## config.mk

```make
export PLATFORM = sky130hd
export DESIGN_NAME = gps_sorter
export DESIGN_NICKNAME = d
export VERILOG_FILES = /design/src/rtl/gps_pkg.sv /design/src/rtl/gps_frz_ring.sv /design/src/rtl/gps_combine.sv /design/src/rtl/gps_cmp_tree.sv /design/src/rtl/gps_sorter.sv
export SDC_FILE = /design/constraint.sdc
export NUM_CORES = 2
export LEC_CHECK = 0
export BUFFER_PORTS_ARGS = -buffer_cell sky130_fd_sc_hd__buf_2
export CAP_MARGIN = 20
export CORE_MARGIN = 5
export CORE_UTILIZATION = 64
export DETAILED_ROUTE_END_ITERATION = 10
export PLACE_DENSITY = 0.77
export SLEW_MARGIN = 20
export SYNTH_ARGS = -nofsm -noshare
export SYNTH_HDL_FRONTEND = slang
export SYNTH_SLANG_ARGS = --single-unit
```

## constraint.sdc

```tcl
create_clock -name clk -period 11.74 [get_ports clk]
set_input_delay 1.761 -clock clk [delete_from_list [all_inputs] [get_ports clk]]
set_output_delay 1.761 -clock clk [all_outputs]
set_load 0.02 [all_outputs]
```

## src/rtl/gps_pkg.sv

```systemverilog
package gps_pkg;
    typedef enum logic [0:0] {
        ST_LOAD = 1'b0,
        ST_RUN  = 1'b1
    } gps_state_e;

    localparam int unsigned GPS_NSUB_DEF = 4;
    localparam int unsigned GPS_MW_DEF   = 10;
    localparam int unsigned GPS_FLEN_DEF = 256;
endpackage

```

## src/rtl/gps_frz_ring.sv

```systemverilog
module gps_frz_ring #(
    parameter int unsigned LEN = 256
) (
    input  logic clk,
    input  logic rst_n,
    input  logic load,
    input  logic load_bit,
    input  logic adv,
    output logic cur
);
    logic [LEN-1:0] ring;

    always_ff @(posedge clk or negedge rst_n) begin
        if (!rst_n) begin
            ring <= '0;
        end else if (load) begin
            ring <= {load_bit, ring[LEN-1:1]};
        end else if (adv) begin
            ring <= {ring[0], ring[LEN-1:1]};
        end
    end

    assign cur = ring[0];
endmodule

```

## src/rtl/gps_combine.sv

```systemverilog
module gps_combine #(
    parameter int unsigned NSUB = 4,
    parameter int unsigned MW   = 10,
    localparam int unsigned SW  = MW + $clog2(NSUB),
    localparam int unsigned NC  = 1 << NSUB
) (
    input  logic [NSUB*2*MW-1:0] sp_metric,
    input  logic [NSUB*2-1:0]    sp_bit,
    input  logic [NSUB-1:0]      frz,
    output logic [NC*SW-1:0]     gm
);
    localparam logic [SW-1:0] MINV = {1'b1, {(SW-1){1'b0}}};

    always_comb begin
        gm = '0;
        for (int c = 0; c < NC; c++) begin
            logic [SW-1:0] acc;
            logic          ok;
            acc = '0;
            ok  = 1'b1;
            for (int s = 0; s < NSUB; s++) begin
                logic [MW-1:0] m;
                int unsigned   p;
                p = (c >> s) & 1;
                m = sp_metric[(2*s+p)*MW +: MW];
                acc = acc + {{(SW-MW){m[MW-1]}}, m};
                if (frz[s] && sp_bit[2*s+p]) ok = 1'b0;
            end
            gm[c*SW +: SW] = ok ? acc : MINV;
        end
    end
endmodule

```

## src/rtl/gps_cmp_tree.sv

```systemverilog
module gps_cmp_tree #(
    parameter int unsigned NSUB = 4,
    parameter int unsigned SW   = 12,
    localparam int unsigned NC  = 1 << NSUB
) (
    input  logic [NC*SW-1:0]   gm,
    output logic [SW-1:0]      best_m,
    output logic [NSUB-1:0]    best_i,
    output logic [SW-1:0]      sec_m,
    output logic [NSUB-1:0]    sec_i
);
    logic signed [SW-1:0] hv [1:2*NC-1];
    logic [NSUB-1:0]      hi [1:2*NC-1];

    for (genvar l = 0; l < NC; l++) begin : g_leaf
        assign hv[NC+l] = gm[l*SW +: SW];
        assign hi[NC+l] = NSUB'(l);
    end

    for (genvar n = 1; n < NC; n++) begin : g_node
        logic left_wins;
        assign left_wins = (hv[2*n] >= hv[2*n+1]);
        assign hv[n] = left_wins ? hv[2*n] : hv[2*n+1];
        assign hi[n] = left_wins ? hi[2*n] : hi[2*n+1];
    end

    logic top_left;
    assign top_left = (hv[2] >= hv[3]);
    assign best_m = hv[1];
    assign best_i = hi[1];
    assign sec_m  = top_left ? hv[3] : hv[2];
    assign sec_i  = top_left ? hi[3] : hi[2];
endmodule

```

## src/rtl/gps_sorter.sv

```systemverilog
module gps_sorter #(
    parameter int unsigned NSUB = gps_pkg::GPS_NSUB_DEF,
    parameter int unsigned MW   = gps_pkg::GPS_MW_DEF,
    parameter int unsigned FLEN = gps_pkg::GPS_FLEN_DEF
) (
    input  logic                              clk,
    input  logic                              rst_n,
    input  logic                              cfg_en,
    input  logic [$clog2(NSUB)-1:0]           cfg_sel,
    input  logic                              cfg_bit,
    input  logic                              cfg_done,
    input  logic                              lvl_valid,
    input  logic [NSUB*2*MW-1:0]              sp_metric,
    input  logic [NSUB*2-1:0]                 sp_bit,
    output logic                              res_valid,
    output logic                              lvl_bypass,
    output logic [NSUB-1:0]                   best_idx,
    output logic [MW+$clog2(NSUB)-1:0]        best_metric,
    output logic [NSUB-1:0]                   sec_idx,
    output logic [MW+$clog2(NSUB)-1:0]        sec_metric
);
    import gps_pkg::*;

    localparam int unsigned SW = MW + $clog2(NSUB);
    localparam int unsigned NC = 1 << NSUB;

    gps_state_e st, st_nx;
    logic       load_any, advance, all_frz;
    logic [NSUB-1:0] frz;
    logic [NC*SW-1:0] gm;
    logic [SW-1:0]    t_best_m, t_sec_m;
    logic [NSUB-1:0]  t_best_i, t_sec_i;

    always_comb begin
        st_nx = st;
        unique case (st)
            ST_LOAD: if (cfg_done) st_nx = ST_RUN;
            ST_RUN:  if (cfg_en)   st_nx = ST_LOAD;
            default: st_nx = ST_LOAD;
        endcase
    end

    always_ff @(posedge clk or negedge rst_n) begin
        if (!rst_n) st <= ST_LOAD;
        else        st <= st_nx;
    end

    assign load_any = (st == ST_LOAD) && cfg_en;
    assign advance  = (st == ST_RUN) && !cfg_en && lvl_valid;
    assign all_frz  = &frz;

    for (genvar s = 0; s < NSUB; s++) begin : g_ring
        gps_frz_ring #(.LEN(FLEN)) u_ring (
            .clk      (clk),
            .rst_n    (rst_n),
            .load     (load_any && (cfg_sel == s[$clog2(NSUB)-1:0])),
            .load_bit (cfg_bit),
            .adv      (advance),
            .cur      (frz[s])
        );
    end

    gps_combine #(.NSUB(NSUB), .MW(MW)) u_comb (
        .sp_metric (sp_metric),
        .sp_bit    (sp_bit),
        .frz       (frz),
        .gm        (gm)
    );

    gps_cmp_tree #(.NSUB(NSUB), .SW(SW)) u_tree (
        .gm     (gm),
        .best_m (t_best_m),
        .best_i (t_best_i),
        .sec_m  (t_sec_m),
        .sec_i  (t_sec_i)
    );

    always_ff @(posedge clk or negedge rst_n) begin
        if (!rst_n) begin
            res_valid   <= 1'b0;
            lvl_bypass  <= 1'b0;
            best_idx    <= '0;
            best_metric <= '0;
            sec_idx     <= '0;
            sec_metric  <= '0;
        end else begin
            res_valid  <= 1'b0;
            lvl_bypass <= 1'b0;
            if (advance) begin
                if (all_frz) begin
                    lvl_bypass <= 1'b1;
                end else begin
                    res_valid   <= 1'b1;
                    best_idx    <= t_best_i;
                    best_metric <= t_best_m;
                    sec_idx     <= t_sec_i;
                    sec_metric  <= t_sec_m;
                end
            end
        end
    end
endmodule

```

# Yosys cells after proc, flatten, opt, wreduce, memory -nomap -nowiden
# Index checks and enable logic that the tools add are counted.
# word_totals
output_inout_bits,34
word_cells,175
register_bits,1059
inputBits,96
# op_classes
bitwise,2
addsub,28
eq_ne,3
magnitude_cmp,15
reduce_logical,23
muxes,93
# ops
operator,count
2-to-1 mux 256 bit,8
2-to-1 mux 12 bit,32
adder 12 bit,16
greater-or-equal comparator 12 bit,15
adder 11 x 10 -> 12 bit,8
adder 10 x 10 -> 11 bit,4
2-to-1 mux 1 bit,44
logical AND 1 bit,15
2-to-1 mux 2 bit,4
2-to-1 mux 4 bit,2
nonzero test 2 bit,4
2-to-1 mux 3 bit,2
equality test 2 bit (second input constant),2
AND reduction 4 bit,1
equality test 2 x 1 -> 1 bit (second input constant),1
logical NOT 2 bit,1
inverter 1 bit,2
one-hot mux 1 bit (2 select lines),1
AND reduction 2 bit,1
logical NOT 1 bit,1

# Depth between registers and ports, before layout
# logic_depth
word_depth,14
ltp_mapped,63
ltp_nobuf,60

# By module
# From an unflattened synthesis, not the netlist that was laid out.
# hier_totals
hier_cells,5358
hier_area_um2,63916.3
# by_module_without_submodules
mod,instances,cells_per_inst,area_per_inst_um2
gps_frz_ring,4,543,9942.0
gps_combine,1,2045,14760.4
gps_cmp_tree,1,1059,7915.1
gps_sorter,1,82,1472.7

# Worst setup path before layout
# Ideal clock, no wire load.
# synth_timing
path_kind,in2reg
startpoint,in sp_metric[10]
endpoint,reg best_metric[11]
cell_stages,58
path_buffers,4
arrival_ns,13.022
path_slack_ns,-1.427
setup_time_ns,0.146
cell_sequence,ha_1 > fa_1 > a21oi_1 > nor2_1 > nor2_1 > o21bai_1 > a21oi_1 > o21bai_1 > a21oi_1 > xnor2_1 > ha_1 > a21o_1 > or3_1 > a21oi_1 > or2_2 > xnor2_1 > ha_1 > nor2b_1 > [22 not listed] > or4b_2 > a21oi_1 > o21ai_0 > a21oi_1 > a211o_1 > buf_2 > mux2_2 > inv_1 > ha_1 > a21o_1 > a21o_1 > a21o_1 > a21o_1 > a2111oi_2 > o32ai_2 > nand2_1 > clkbuf_1 > o221ai_1
# synth_via
elab_chain_cells,12
elab_cells_between_ends,52
# synth_lines
element,line,rtl
start: declaration,gps_sorter.sv:13,"input logic [NSUB*2*MW-1:0] sp_metric,"
adder 10 x 10 -> 11 bit,gps_combine.sv:26,"acc = acc + {{(SW-MW){m[MW-1]}}, m};"
adder 11 x 10 -> 12 bit,gps_combine.sv:26,
adder 12 bit,gps_combine.sv:26,
2-to-1 mux 12 bit,gps_combine.sv:29,gm[c*SW +: SW] = ok ? acc : MINV;
greater-or-equal comparator 12 bit,gps_cmp_tree.sv:22,assign left_wins = (hv[2*n] >= hv[2*n+1]);
2-to-1 mux 12 bit,gps_cmp_tree.sv:23,assign hv[n] = left_wins ? hv[2*n] : hv[2*n+1];
greater-or-equal comparator 12 bit,gps_cmp_tree.sv:22,
2-to-1 mux 12 bit,gps_cmp_tree.sv:23,
greater-or-equal comparator 12 bit,gps_cmp_tree.sv:22,
2-to-1 mux 12 bit,gps_cmp_tree.sv:23,
greater-or-equal comparator 12 bit,gps_cmp_tree.sv:22,
2-to-1 mux 12 bit (*),gps_cmp_tree.sv:23,
end signal: assignment,gps_sorter.sv:95,best_metric <= t_best_m;
end: declaration,gps_sorter.sv:18,"output logic [MW+$clog2(NSUB)-1:0] best_metric,"
# Every way passes the cells marked *; elsewhere a longest branch is shown, timed or not.
# A chain may end at the register's enable or synchronous reset.

# Final worst setup path
# layout_timing
startpoint,in sp_metric[20]
endpoint,reg sec_metric[0]
# layout_via
elab_chain_cells,12
elab_cells_between_ends,44
# layout_lines
element,line,rtl
adder 10 x 10 -> 11 bit,gps_combine.sv:26,
adder 11 x 10 -> 12 bit,gps_combine.sv:26,
adder 12 bit,gps_combine.sv:26,
2-to-1 mux 12 bit,gps_combine.sv:29,
greater-or-equal comparator 12 bit,gps_cmp_tree.sv:22,
2-to-1 mux 12 bit,gps_cmp_tree.sv:23,
greater-or-equal comparator 12 bit,gps_cmp_tree.sv:22,
2-to-1 mux 12 bit,gps_cmp_tree.sv:23,
greater-or-equal comparator 12 bit,gps_cmp_tree.sv:22,
2-to-1 mux 12 bit,gps_cmp_tree.sv:23,
greater-or-equal comparator 12 bit,gps_cmp_tree.sv:28,assign top_left = (hv[2] >= hv[3]);
2-to-1 mux 12 bit (*),gps_cmp_tree.sv:31,assign sec_m = top_left ? hv[3] : hv[2];
end signal: assignment,gps_sorter.sv:97,sec_metric <= t_sec_m;
end: declaration,gps_sorter.sv:20,output logic [MW+$clog2(NSUB)-1:0] sec_metric
# Marks and branches as above.

==> out/results.ini <==
[run_status]
outcome=complete, but fails checks
violations=negative setup slack

[yosys]
synth_ff_type=dfrtp_1
yosysTopAreaCellShare_pct=44.4
syn-cell-area_sq_um=59700
seq_area_frac_synth_pct=44.4
synthArstFlopShare_pct=100
avgSynthCellArea_sq_um=11.6
syn-instance-count=5126
syn_nets=5758
netlist_top_cells_area=dfrtp_1 (44%), mux2_2 (20%), ha_1 (11%), xnor2_1 (2.3%), nand2_1 (1.9%)
synthDistinctLibCells=99
ys_seq_elements=1059
yosys_warnings=0
yosys.area.top_type=dfrtp_1
synth_edf_count=0

[run]
cap_violations=0

[finish]
drive_above_1_share_pct=45.4
post-route-cell-area_sq_um=77000
final_cell_mix=buf_4 (1,225), dfrtp_1 (1,059), mux2_2 (1,037), ha_1 (470), nand2_1 (292)
area_growth_syn_to_layout_pct=29.1
layout.nets=7109
final_common_cell=buf_4

[critical_path]
worst_path_max_delay_cell=a2111oi_4
start_kind=input pin
slowest_delay_ns=0.43
cp-end-kind=register
rrSetupSlack_ns=2.03
cp_data_required_time_ns=12.28
path_max_fanout=6
crit_top_cell=a21oi_2
path_class=input pin to register
critPathArrivalTime_ns=12.96

[cts]
cts_tree=built
root_buffer=clkbuf_16
clkLatencyLatePin_ns=0.72
cts_max_path_buffers=3
cts_sinks=1059
path_clk_slew_ns=0.07
cts_buffers=98
h-tree-depth=3
cts_hold_buf=0

[grt]
grt_pass1_wl_microns=265000
overflow=0
antenna_found_initial=3
grt_pass1_vias=47962
grt_start_max_net_pins=241
grtUsageTotal_pct=34.0

[sta]
relSlewSlack_pct=17.7
skew_ns=0.0780
setup_viol=32
rsz0062_at_grt=true
period_share_pct=106
period_minus_slack_ns=12.42
fmax_ghz=0.0805
drv_slew=0
worst_pin_slew_ns=1.23
hold_viol=0
fin_ws_ns=-0.680

[place]
gp_congestion=1.04
port_buffers=129
placed_area_sq_um=70500
hpwl_microns=119000

[detailed_routing]
vias=45866
drcViolationCount=0
post_drt_wl_per_cell_microns=22.3
ant_nets=0
avgViaCountPerCell=5.87
firstDrtPassIters=7
wl_microns=174000
drtIter0Drc=3303

[floorplanning]
die_w_microns=315
io_pins=130
num_rows=112
fp.coreArea_sq_um=92900
die_h_microns=315
fp.dieArea_sq_um=99400
initial_core_util_pct=64.2

[min_path]
hold_path.class=register to register

[cells by family after synthesis]
group | Yosys count | share of synthesized area (%)
AO/OA/AOI/OAI | 819 | 9.39
XOR/XNOR | 211 | 3.10
adder cells (fa/ha/maj) | 536 | 11.6
buffers and inverters | 390 | 2.53
flip-flops | 1059 | 44.4
multiplexers | 1131 | 21.3
AND/OR/NAND/NOR | 980 | 7.66
[metrics by stage]
step                      TNS, ns  setup slack, ns  hold WS, ns  instances  utilization (%)
after floorplan             -8.64           -0.327        0.442       5126                -
after global placement     -28.85           -0.934        0.462       7511             75.9
after detailed placement   -37.74            -1.24        0.464       7511             75.9
after CTS                  -0.322          -0.0529        0.447       7750             81.1
after global routing       -27.21           -0.929        0.479       7812             82.9
final                      -18.72           -0.680        0.459       7813             82.9
[Yosys cell counts (all sizes together) (6+ instances only)]
cell	instances
or2	9
a211oi	47
o211ai	18
a21boi	15
dfrtp	1059
o31ai	16
nor2	272
o2111ai	20
a2bb2oi	6
a21o	102
nor4	10
nor3	84
clkbuf	130
a2111oi	14
o41ai	7
nand2b	49
nor2b	54
and3	27
a41oi	12
a21oi	207
a31oi	21
o21bai	30
o21ai	155
nand3	72
nand2	308
mux2	1051
buf	21
a211o	12
and2	36
or3	20
mux2i	80
inv	239
o21a	60
xor2	54
ha	508
fa	28
o221ai	20
xnor2	157
nand4	11
o211a	9
nand3b	6
[state kept, by name, summed over array words and instances, names as in the netlist]
| name | count |
|---|---|
| best_idx | 4 |
| best_metric | 12 |
| g_ring.u_ring.ring | 1024 |
| lvl_bypass | 1 |
| res_valid | 1 |
| sec_idx | 4 |
| sec_metric | 12 |
| st | 1 |
[final cells by class]
cell class	instances	area [sq um]
Fill cell	5044	15900
Timing Repair Buffer	1402	10600
Clock buffer	142	2880
Tap cell	1254	1570
Inverter	239	905
Antenna cell	1	2.50
Clock inverter	39	632
Sequential cell	1059	26500
Multi-Input combinational cell	3677	33900
[worst paths after layout]
check	start	end	cells after the start
max in group asynchronous	rst_n	g_ring[3].u_ring.ring[150]	3
setup reg to reg	g_ring[3].u_ring.ring[0]	sec_metric[0]	41
setup / recovery	sp_metric[20]	sec_metric[0]	62
hold / removal	g_ring[0].u_ring.ring[231]	g_ring[0].u_ring.ring[230]	1
min in group asynchronous	rst_n	g_ring[0].u_ring.ring[34]	1
hold reg to reg	g_ring[0].u_ring.ring[231]	g_ring[0].u_ring.ring[230]	1
[worst max-delay path, delay by kind of cell]
family	cells	cell delay, ns
adders and majority gates	8	2.18
buffers and inverters	10	1.22
and+or+nand+nor	13	2.31
AOI/OAI and AO/OA	27	4.62
muxes	1	0.34
xor gates and xnor gates	3	0.47
[metal layers]
metal,share of wire [%],vias to the layer above,GRT usage [%]
met5,0.0075,-,0
met1,38,22723,42.1
li1,-,21147,-
met4,6.6,2,17.7
met2,50,1424,59.0
met3,5.3,570,4.27
[timing repair]
item | 4_1_cts | 5_1_grt
resized for setup | 188 | 210
gates cloned | 3 | 1
setup endpoints to repair | 32 | 32
setup buffers | 57 | 59
pin swaps | 119 | 135
Power is not shown: default switching activity piles up to over one toggle a cycle in this logic, so the estimate is an artifact.
